## config.mk

```make
export PLATFORM = sky130hd
export DESIGN_NAME = ssclk_gen
export DESIGN_NICKNAME = d
export VERILOG_FILES = /design/src/rtl/ssclk_pkg.sv /design/src/rtl/ssclk_cfg_latch.sv /design/src/rtl/ssclk_half_step.sv /design/src/rtl/ssclk_seq.sv /design/src/rtl/ssclk_gen.sv
export SDC_FILE = /design/constraint.sdc
export NUM_CORES = 1
export LEC_CHECK = 0
export BUFFER_PORTS_ARGS = -buffer_cell sky130_fd_sc_hd__buf_2
export CORE_ASPECT_RATIO = 2
export CORE_MARGIN = 4
export CORE_UTILIZATION = 45
export DETAILED_ROUTE_END_ITERATION = 7
export PLACE_DENSITY = 0.73
export SLEW_MARGIN = 20
export SYNTH_ARGS = -nofsm -noshare
export SYNTH_HDL_FRONTEND = slang
export SYNTH_SLANG_ARGS = --single-unit
```

## constraint.sdc

```tcl
create_clock -name clk_mclk -period 5 [get_ports clk_mclk]
set_input_delay 0.75 -clock clk_mclk [delete_from_list [all_inputs] [get_ports clk_mclk]]
set_output_delay 0.75 -clock clk_mclk [all_outputs]
set_load 0.05 [all_outputs]
```

## src/rtl/ssclk_pkg.sv

```systemverilog
// Shared types and the ratio-to-period mapping for the serial clock generator.
package ssclk_pkg;

    // Width of the bit-clock period count, in master half-periods (max 32).
    localparam int PH_W = 6;

    typedef enum logic [1:0] {
        SPD_SINGLE = 2'b00,
        SPD_DOUBLE = 2'b01,
        SPD_QUAD   = 2'b10,
        SPD_SPARE  = 2'b11
    } speed_e;

    typedef struct packed {
        logic       master;
        speed_e     speed;
        logic [2:0] code;
    } cfg_t;

    // Half master-clock periods per bit-clock period for a speed/code pair.
    function automatic logic [PH_W-1:0] half_period(speed_e spd, logic [2:0] code);
        logic [PH_W-1:0] base;
        case (code)
            3'd1:    base = PH_W'(3);
            3'd2:    base = PH_W'(4);
            3'd3:    base = PH_W'(6);
            3'd4:    base = PH_W'(8);
            default: base = PH_W'(2);
        endcase
        case (spd)
            SPD_QUAD:   half_period = base;
            SPD_DOUBLE: half_period = base << 1;
            default:    half_period = base << 2;
        endcase
    endfunction

endpackage

```

## src/rtl/ssclk_cfg_latch.sv

```systemverilog
// Configuration holder. Captures mode, speed and ratio only while power-down
// is high; assumes the inputs are static in the master-clock domain.
module ssclk_cfg_latch
    import ssclk_pkg::*;
(
    input  logic            clk_mclk,
    input  logic            rst_n,
    input  logic            pdn_i,
    input  logic            master_i,
    input  logic [1:0]      speed_i,
    input  logic [2:0]      ratio_i,
    output logic            master_q,
    output logic [PH_W-1:0] period_o
);

    cfg_t cfg_q;

    // Capture configuration during power-down, default to slave on reset.
    always_ff @(posedge clk_mclk) begin
        if (!rst_n) begin
            cfg_q <= '{master: 1'b0, speed: SPD_SINGLE, code: 3'd0};
        end else if (pdn_i) begin
            cfg_q <= '{master: master_i, speed: speed_e'(speed_i), code: ratio_i};
        end
    end

    assign master_q = cfg_q.master;
    assign period_o = half_period(cfg_q.speed, cfg_q.code);

endmodule

```

## src/rtl/ssclk_half_step.sv

```systemverilog
// One half master-period step of the position counter: reports the clock
// levels at the given position and computes the following position.
// Assumes period >= 2 and ph < period.
module ssclk_half_step
    import ssclk_pkg::*;
#(
    parameter int FRAME_BITS = 64,
    localparam int BIT_W = $clog2(FRAME_BITS)
) (
    input  logic [PH_W-1:0]  period,
    input  logic [PH_W-1:0]  ph,
    input  logic [BIT_W-1:0] bitn,
    output logic [PH_W-1:0]  ph_nxt,
    output logic [BIT_W-1:0] bit_nxt,
    output logic             sclk_lvl,
    output logic             lrck_lvl
);

    localparam logic [BIT_W-1:0] LAST_BIT  = BIT_W'(FRAME_BITS - 1);
    localparam logic [BIT_W-1:0] RIGHT_BIT = BIT_W'(FRAME_BITS / 2);

    // Levels: low for the first floor(period/2) halves, left for the first half frame.
    always_comb begin
        sclk_lvl = (ph >= (period >> 1));
        lrck_lvl = (bitn >= RIGHT_BIT);
    end

    // Advance by one half-period, wrapping the bit count at the frame end.
    always_comb begin
        if (ph == period - PH_W'(1)) begin
            ph_nxt  = '0;
            bit_nxt = (bitn == LAST_BIT) ? '0 : bitn + BIT_W'(1);
        end else begin
            ph_nxt  = ph + PH_W'(1);
            bit_nxt = bitn;
        end
    end

endmodule

```

## src/rtl/ssclk_seq.sv

```systemverilog
// Frame position sequencer. Holds the position at the start of each master
// cycle and chains two half steps to give both phase levels. Frame starts
// always fall on a rising master edge since a frame spans an even number
// of half-periods.
module ssclk_seq
    import ssclk_pkg::*;
#(
    parameter int FRAME_BITS = 64,
    localparam int BIT_W = $clog2(FRAME_BITS),
    localparam int HALVES = 2
) (
    input  logic            clk_mclk,
    input  logic            rst_n,
    input  logic            pdn_i,
    input  logic [PH_W-1:0] period,
    output logic            run_o,
    output logic            origin_o,
    output logic            sclk_hi,
    output logic            sclk_lo,
    output logic            lrck_hi,
    output logic            lrck_lo
);

    logic [PH_W-1:0]  ph_q;
    logic [BIT_W-1:0] bit_q;
    logic             run_q;

    logic [PH_W-1:0]  ph_c  [0:HALVES];
    logic [BIT_W-1:0] bit_c [0:HALVES];
    logic [HALVES-1:0] s_lvl;
    logic [HALVES-1:0] l_lvl;

    assign ph_c[0]  = ph_q;
    assign bit_c[0] = bit_q;

    // Chain of half steps, one per master-clock phase.
    for (genvar k = 0; k < HALVES; k++) begin : g_half
        ssclk_half_step #(.FRAME_BITS(FRAME_BITS)) step_i (
            .period   (period),
            .ph       (ph_c[k]),
            .bitn     (bit_c[k]),
            .ph_nxt   (ph_c[k+1]),
            .bit_nxt  (bit_c[k+1]),
            .sclk_lvl (s_lvl[k]),
            .lrck_lvl (l_lvl[k])
        );
    end

    // Hold position at frame origin during power-down, advance one cycle otherwise.
    always_ff @(posedge clk_mclk) begin
        if (!rst_n || pdn_i) begin
            ph_q  <= '0;
            bit_q <= '0;
            run_q <= 1'b0;
        end else begin
            run_q <= 1'b1;
            if (run_q) begin
                ph_q  <= ph_c[HALVES];
                bit_q <= bit_c[HALVES];
            end
        end
    end

    assign run_o    = run_q;
    assign origin_o = run_q && (ph_q == '0) && (bit_q == '0);
    assign sclk_hi  = run_q && s_lvl[0];
    assign sclk_lo  = run_q && s_lvl[1];
    assign lrck_hi  = run_q && l_lvl[0];
    assign lrck_lo  = run_q && l_lvl[1];

endmodule

```

## src/rtl/ssclk_gen.sv

```systemverilog
// Audio serial port clock generator top. Selects the per-phase levels with
// the master clock itself, so that odd half-period divisors are exact.
// Assumes the configuration inputs change only while power-down is high.
module ssclk_gen
    import ssclk_pkg::*;
#(
    parameter int FRAME_BITS = 64
) (
    input  logic       clk_mclk,
    input  logic       rst_n,
    input  logic       pdn_i,
    input  logic       master_i,
    input  logic [1:0] speed_i,
    input  logic [2:0] ratio_i,
    output logic       sclk_o,
    output logic       lrck_o,
    output logic       clk_oe_o,
    output logic       frame_start_o
);

    logic            master_q;
    logic [PH_W-1:0] period_w;
    logic            run_w;
    logic            origin_w;
    logic            sclk_hi, sclk_lo, lrck_hi, lrck_lo;
    logic            active;

    ssclk_cfg_latch cfg_i (
        .clk_mclk (clk_mclk),
        .rst_n    (rst_n),
        .pdn_i    (pdn_i),
        .master_i (master_i),
        .speed_i  (speed_i),
        .ratio_i  (ratio_i),
        .master_q (master_q),
        .period_o (period_w)
    );

    ssclk_seq #(.FRAME_BITS(FRAME_BITS)) seq_i (
        .clk_mclk (clk_mclk),
        .rst_n    (rst_n),
        .pdn_i    (pdn_i),
        .period   (period_w),
        .run_o    (run_w),
        .origin_o (origin_w),
        .sclk_hi  (sclk_hi),
        .sclk_lo  (sclk_lo),
        .lrck_hi  (lrck_hi),
        .lrck_lo  (lrck_lo)
    );

    // Output stage: phase select by the master clock, gated by master mode.
    always_comb begin
        active        = master_q && run_w;
        sclk_o        = active && (clk_mclk ? sclk_hi : sclk_lo);
        lrck_o        = active && (clk_mclk ? lrck_hi : lrck_lo);
        clk_oe_o      = master_q;
        frame_start_o = active && origin_w;
    end

endmodule

```

==> results_tabular.tex <==
\begin{tabular}{lr}
\hline
Metric & Value \\
\hline
\multicolumn{2}{l}{\textbf{Place}} \\
Setup slack at placement & around 0.11 ns \\
RD Place Congestion & roughly 1 \\
Placed Instance Area & $\sim$2400 µm² \\
Total placed cells including tap cells & $\sim$350 \\
Placed wire-length estimate & $\sim$5.0 mm \\
Port bufs & 12 \\
\multicolumn{2}{l}{\textbf{Timing}} \\
Clock tree skew after final layout & 0.003963 ns \\
Tightest Pin Transition & between 0.6 and 0.7 ns \\
Final number of hold-violating endpoints & 0 \\
Final setup slack of the worst path & 0.1473 ns \\
Fmax achieved & 0.2061 GHz \\
Worst hold slack & $\sim$0.56 ns \\
Fin. max-slew vios & 0 \\
Final number of setup-violating endpoints & 0 \\
Worst relative slew slack & 58.97\% \\
Fin crit share & between 90\% and 100\% \\
Tmin final & around 4.9 ns \\
\multicolumn{2}{l}{\textbf{Power}} \\
VDD IR-drop max & around 0.2 mV \\
Cell area power density & a little under 200 nW/µm² \\
Leakage & between 1 and 1.5 nW \\
\multicolumn{2}{l}{\textbf{Die}} \\
Die width & slightly below 60 µm \\
Std cell rows & 36 \\
Initial Util & about 47\% \\
Area inside the core boundary & 4865 µm² \\
Number of placed I/O pins & 13 \\
Y dimension of the die & between 100 and 150 µm \\
Die Area & between 6000 and 7000 µm² \\
\multicolumn{2}{l}{\textbf{GRT}} \\
Wire length of the first global-routing pass & 10.17 mm \\
Number of antenna violations at the first check in global routing & 0 \\
Overall Global Routing Usage & a little over a fifth \\
Maximum number of pins on one net before global-route repair & 15 \\
Vias in the first global route & roughly 2,200 \\
Grt total ovfl & 0 \\
\multicolumn{2}{l}{\textbf{Flow run}} \\
Max-cap violations & 0 \\
\multicolumn{2}{l}{\textbf{Drt}} \\
Post-route antenna net violation count & 0 \\
DRC violation count after routing & 0 \\
WL final & $\sim$6.7 mm \\
DR pass1 iterations & 4 \\
Via density & a little over 6 \\
Routed length per placed instance & between 15 and 20 µm \\
Via total after detailed routing & between 2,000 and 2,500 \\
Initial DRC Count & between 80 and 90 \\
\multicolumn{2}{l}{\textbf{Min path}} \\
Hold Crit Endpoint & cfg\_i.cfg\_q[4]\$\_SDFFE\_PN0P\_ \\
Cells on Worst Hold Path & 2 \\
Hold path start & cfg\_i.cfg\_q[4]\$\_SDFFE\_PN0P\_ \\
Worst min-delay path category & reg -> reg \\
\multicolumn{2}{l}{\textbf{Worst setup path}} \\
Critical Path RT & around 4.3 ns \\
Buffers and inverters on the worst path & 5 \\
Max incr delay on CP & 0.43 ns \\
Crit end category & primary output \\
Type of the setup path with the least slack & reg -> out \\
Startpoint of the most critical register-to-register path & cfg\_i.cfg\_q[3]\$\_SDFFE\_PN0P\_ \\
Depth of the most critical reg-to-reg path & 18 \\
CP delay by family, top & simple AND/OR/NAND/NOR gates \\
Chain of cells forming the critical path & inv\_2, ha\_4, buf\_6, or3b\_4, o22ai\_4, xnor2\_2, or4\_4, a211o\_1, buf\_4, buf\_4, and2\_1, ha\_1, o21ai\_1, nand2b\_1, a2111oi\_4, a311oi\_2, buf\_6 \\
Reg-to-reg critical path endpoint & seq\_i.bit\_q[4]\$\_SDFFE\_PN0P\_ \\
Biggest fanout along the worst timing path & 8 \\
Data arrival time at the worst-slack endpoint & 4.10 ns \\
Reg-to-reg setup timing slack & 0.59 ns \\
Kind of start point of the critical path & flop \\
Slowest stage cell, crit path & sky130\_fd\_sc\_hd\_\_or4\_4 \\
\multicolumn{2}{l}{\textbf{Cells and area}} \\
Area added between synthesis and finish & 19.68\% \\
Number of antenna cells inserted & 0 \\
Non-filler instance count after layout & 372 \\
Share of final-layout standard cells stronger than drive strength 1 & 24.76\% \\
Most common cell after layout, fill and taps aside & sky130\_fd\_sc\_hd\_\_nand2\_1 \\
Fillcell total & around 460 \\
Top library cells by usage in the layout, fill and taps aside & sky130\_fd\_sc\_hd\_\_nand2\_1 (22), sky130\_fd\_sc\_hd\_\_buf\_4 (19), sky130\_fd\_sc\_hd\_\_nor2\_1 (18), sky130\_fd\_sc\_hd\_\_a21oi\_1 (18) \\
Non-Filler Cell Area, Final & roughly 2700 µm² \\
Core occupancy in the finished layout & 55.84\% \\
NumNets Final & 343 \\
\multicolumn{2}{l}{\textbf{Clock tree}} \\
Post-cts hold buffer count & 0 \\
CTS tree & built \\
Later-pin clock latency in the skew report & between 0.3 and 0.4 ns \\
Clock slew at reported path FFs & 0.07 ns \\
\multicolumn{2}{l}{\textbf{Yosys}} \\
Ys Warns & 0 \\
Ranking of synthesized cells by area & sky130\_fd\_sc\_hd\_\_dfxtp\_1 (17\%), sky130\_fd\_sc\_hd\_\_ha\_1 (10\%), sky130\_fd\_sc\_hd\_\_mux2i\_1 (5.7\%), sky130\_fd\_sc\_hd\_\_xnor2\_1 (5.4\%), sky130\_fd\_sc\_hd\_\_a21oi\_1 (4.0\%) \\
Syn nets & 319 \\
Proportion of synthesized flip-flops having asynchronous set or reset & 0\% \\
Cell type with the largest total area after synthesis & sky130\_fd\_sc\_hd\_\_dfxtp\_1 \\
Ys flop type & sky130\_fd\_sc\_hd\_\_dfxtp\_1 \\
Number of flops mapped to enable cells by yosys & 0 \\
Post-synthesis instance area & roughly 2300 µm² \\
Post-synthesis register bit count & 19 \\
Number of library cell types mapped by synthesis & between 60 and 70 \\
Average instance area after synthesis & between 7 and 8 µm² \\
Mapped Cells & about 290 \\
Part of the Yosys area used for sequential elements & approximately 17\% \\
Top-area cell type share of the netlist area & around 17\% \\
\multicolumn{2}{l}{\textbf{Outcome}} \\
Run status & completed \\
\hline
\end{tabular}
power breakdown:
group          switching [mW]  internal [mW]
Sequential            0.00949          0.156
Clock                  0.0942          0.142
Combinational          0.0786         0.0598
Total                   0.182          0.357
through the flow:
| stage | TNS, ns | total power [mW] |
|---|---|---|
| after floorplan | 0 | 0.2626 |
| after global placement | 0 | 0.2915 |
| after detailed placement | 0 | 0.2934 |
| after CTS | 0 | 0.5274 |
| after global routing | -0.01838 | 0.5663 |
| final | 0 | 0.5395 |
worst reg2reg max path, delay by kind of cell (launching register included):
| family | cells | cell delay (ns) |
|---|---|---|
| AO/OA/AOI/OAI | 2 | 0.54 |
| XOR/XNOR | 1 | 0.12 |
| adder cells (fa/ha/maj) | 2 | 0.50 |
| buffers and inverters | 5 | 0.69 |
| flip-flops | 1 | 0.38 |
| multiplexers | 2 | 0.56 |
| AND/OR/NAND/NOR | 6 | 1.51 |
registers in the layout, indices dropped and copies added (netlist names):
signal / cells
cfg_i.cfg_q: 5
seq_i.run_o: 1
cfg_i.master_q: 1
seq_i.ph_q: 6
seq_i.bit_q: 6
worst max path at each step:
stage               endpoint  slack (ns)                        start  cells after the start
detailed placement    sclk_o        0.11  cfg_i.cfg_q[3]$_SDFFE_PN0P_                     16
floorplan             sclk_o        0.20  cfg_i.cfg_q[3]$_SDFFE_PN0P_                     19
global placement      sclk_o        0.21  cfg_i.cfg_q[3]$_SDFFE_PN0P_                     16
finish                sclk_o        0.15  cfg_i.cfg_q[3]$_SDFFE_PN0P_                     17
CTS                   sclk_o        0.01  cfg_i.cfg_q[3]$_SDFFE_PN0P_                     16
global route          sclk_o       -0.02  cfg_i.cfg_q[3]$_SDFFE_PN0P_                     17
logic make-up (layout without fill, tap and decap cells):
family	count (synthesis)	after routing	share of synthesized area, %
compound gates	64	64	21.11
fa+ha+maj	19	19	10.47
flops	19	19	16.76
buf+inv	35	59	6.394
xor+xnor	18	18	7.553
mux	15	15	6.725
simple gates	121	121	30.98
final cells by class:
| cell class | instances | area (µm²) | share of cell area (%) |
|---|---|---|---|
| tap | 57 | 71.32 | 2.626 |
| sequential | 19 | 389.1 | 14.33 |
| clock buffer | 10 | 116.4 | 4.284 |
| timing repair buffer | 30 | 203.9 | 7.508 |
| multi-input combinational | 237 | 1859 | 68.45 |
| inverter | 18 | 71.32 | 2.626 |
| clock inverter | 1 | 5.005 | 0.1842 |
cell usage after synthesis, types with 2 or more instances:
cell	number
sky130_fd_sc_hd__and2_1	4
sky130_fd_sc_hd__nor3_1	4
sky130_fd_sc_hd__nor3b_1	3
sky130_fd_sc_hd__a221o_1	3
sky130_fd_sc_hd__or3_1	2
sky130_fd_sc_hd__a21o_1	3
sky130_fd_sc_hd__mux2i_1	13
sky130_fd_sc_hd__o22ai_1	2
sky130_fd_sc_hd__nor2b_1	11
sky130_fd_sc_hd__nor4_1	2
sky130_fd_sc_hd__nand2b_1	12
sky130_fd_sc_hd__a21oi_1	18
sky130_fd_sc_hd__inv_1	17
sky130_fd_sc_hd__a211oi_1	3
sky130_fd_sc_hd__o21ai_0	8
sky130_fd_sc_hd__mux2_2	2
sky130_fd_sc_hd__xnor2_1	14
sky130_fd_sc_hd__a32oi_1	2
sky130_fd_sc_hd__clkbuf_1	11
sky130_fd_sc_hd__buf_2	5
sky130_fd_sc_hd__a31oi_1	2
sky130_fd_sc_hd__nand2_1	24
sky130_fd_sc_hd__dfxtp_1	19
sky130_fd_sc_hd__a221oi_2	3
sky130_fd_sc_hd__o31ai_1	3
sky130_fd_sc_hd__ha_1	19
sky130_fd_sc_hd__xor2_1	3
sky130_fd_sc_hd__nand4_1	5
sky130_fd_sc_hd__nand3_1	13
sky130_fd_sc_hd__nor2_1	18
sky130_fd_sc_hd__and3_1	4
sky130_fd_sc_hd__nand4b_1	3
timing repair:
action                     CTS  global route
buffers inserted             0            12
gates resized for setup     15            18
setup endpoints to repair    1             1
pin swaps                    1            12
per-layer routing:
metal	GRT usage [%]	vias to the layer above	part of all wire, %
met5	0	-	0
met4	19.07	0	8.2
met3	3.704	40	2.6
met2	39.32	69	55
met1	18.44	1086	34
li1	-	1104	-
Power figures use the tool's default switching activity.
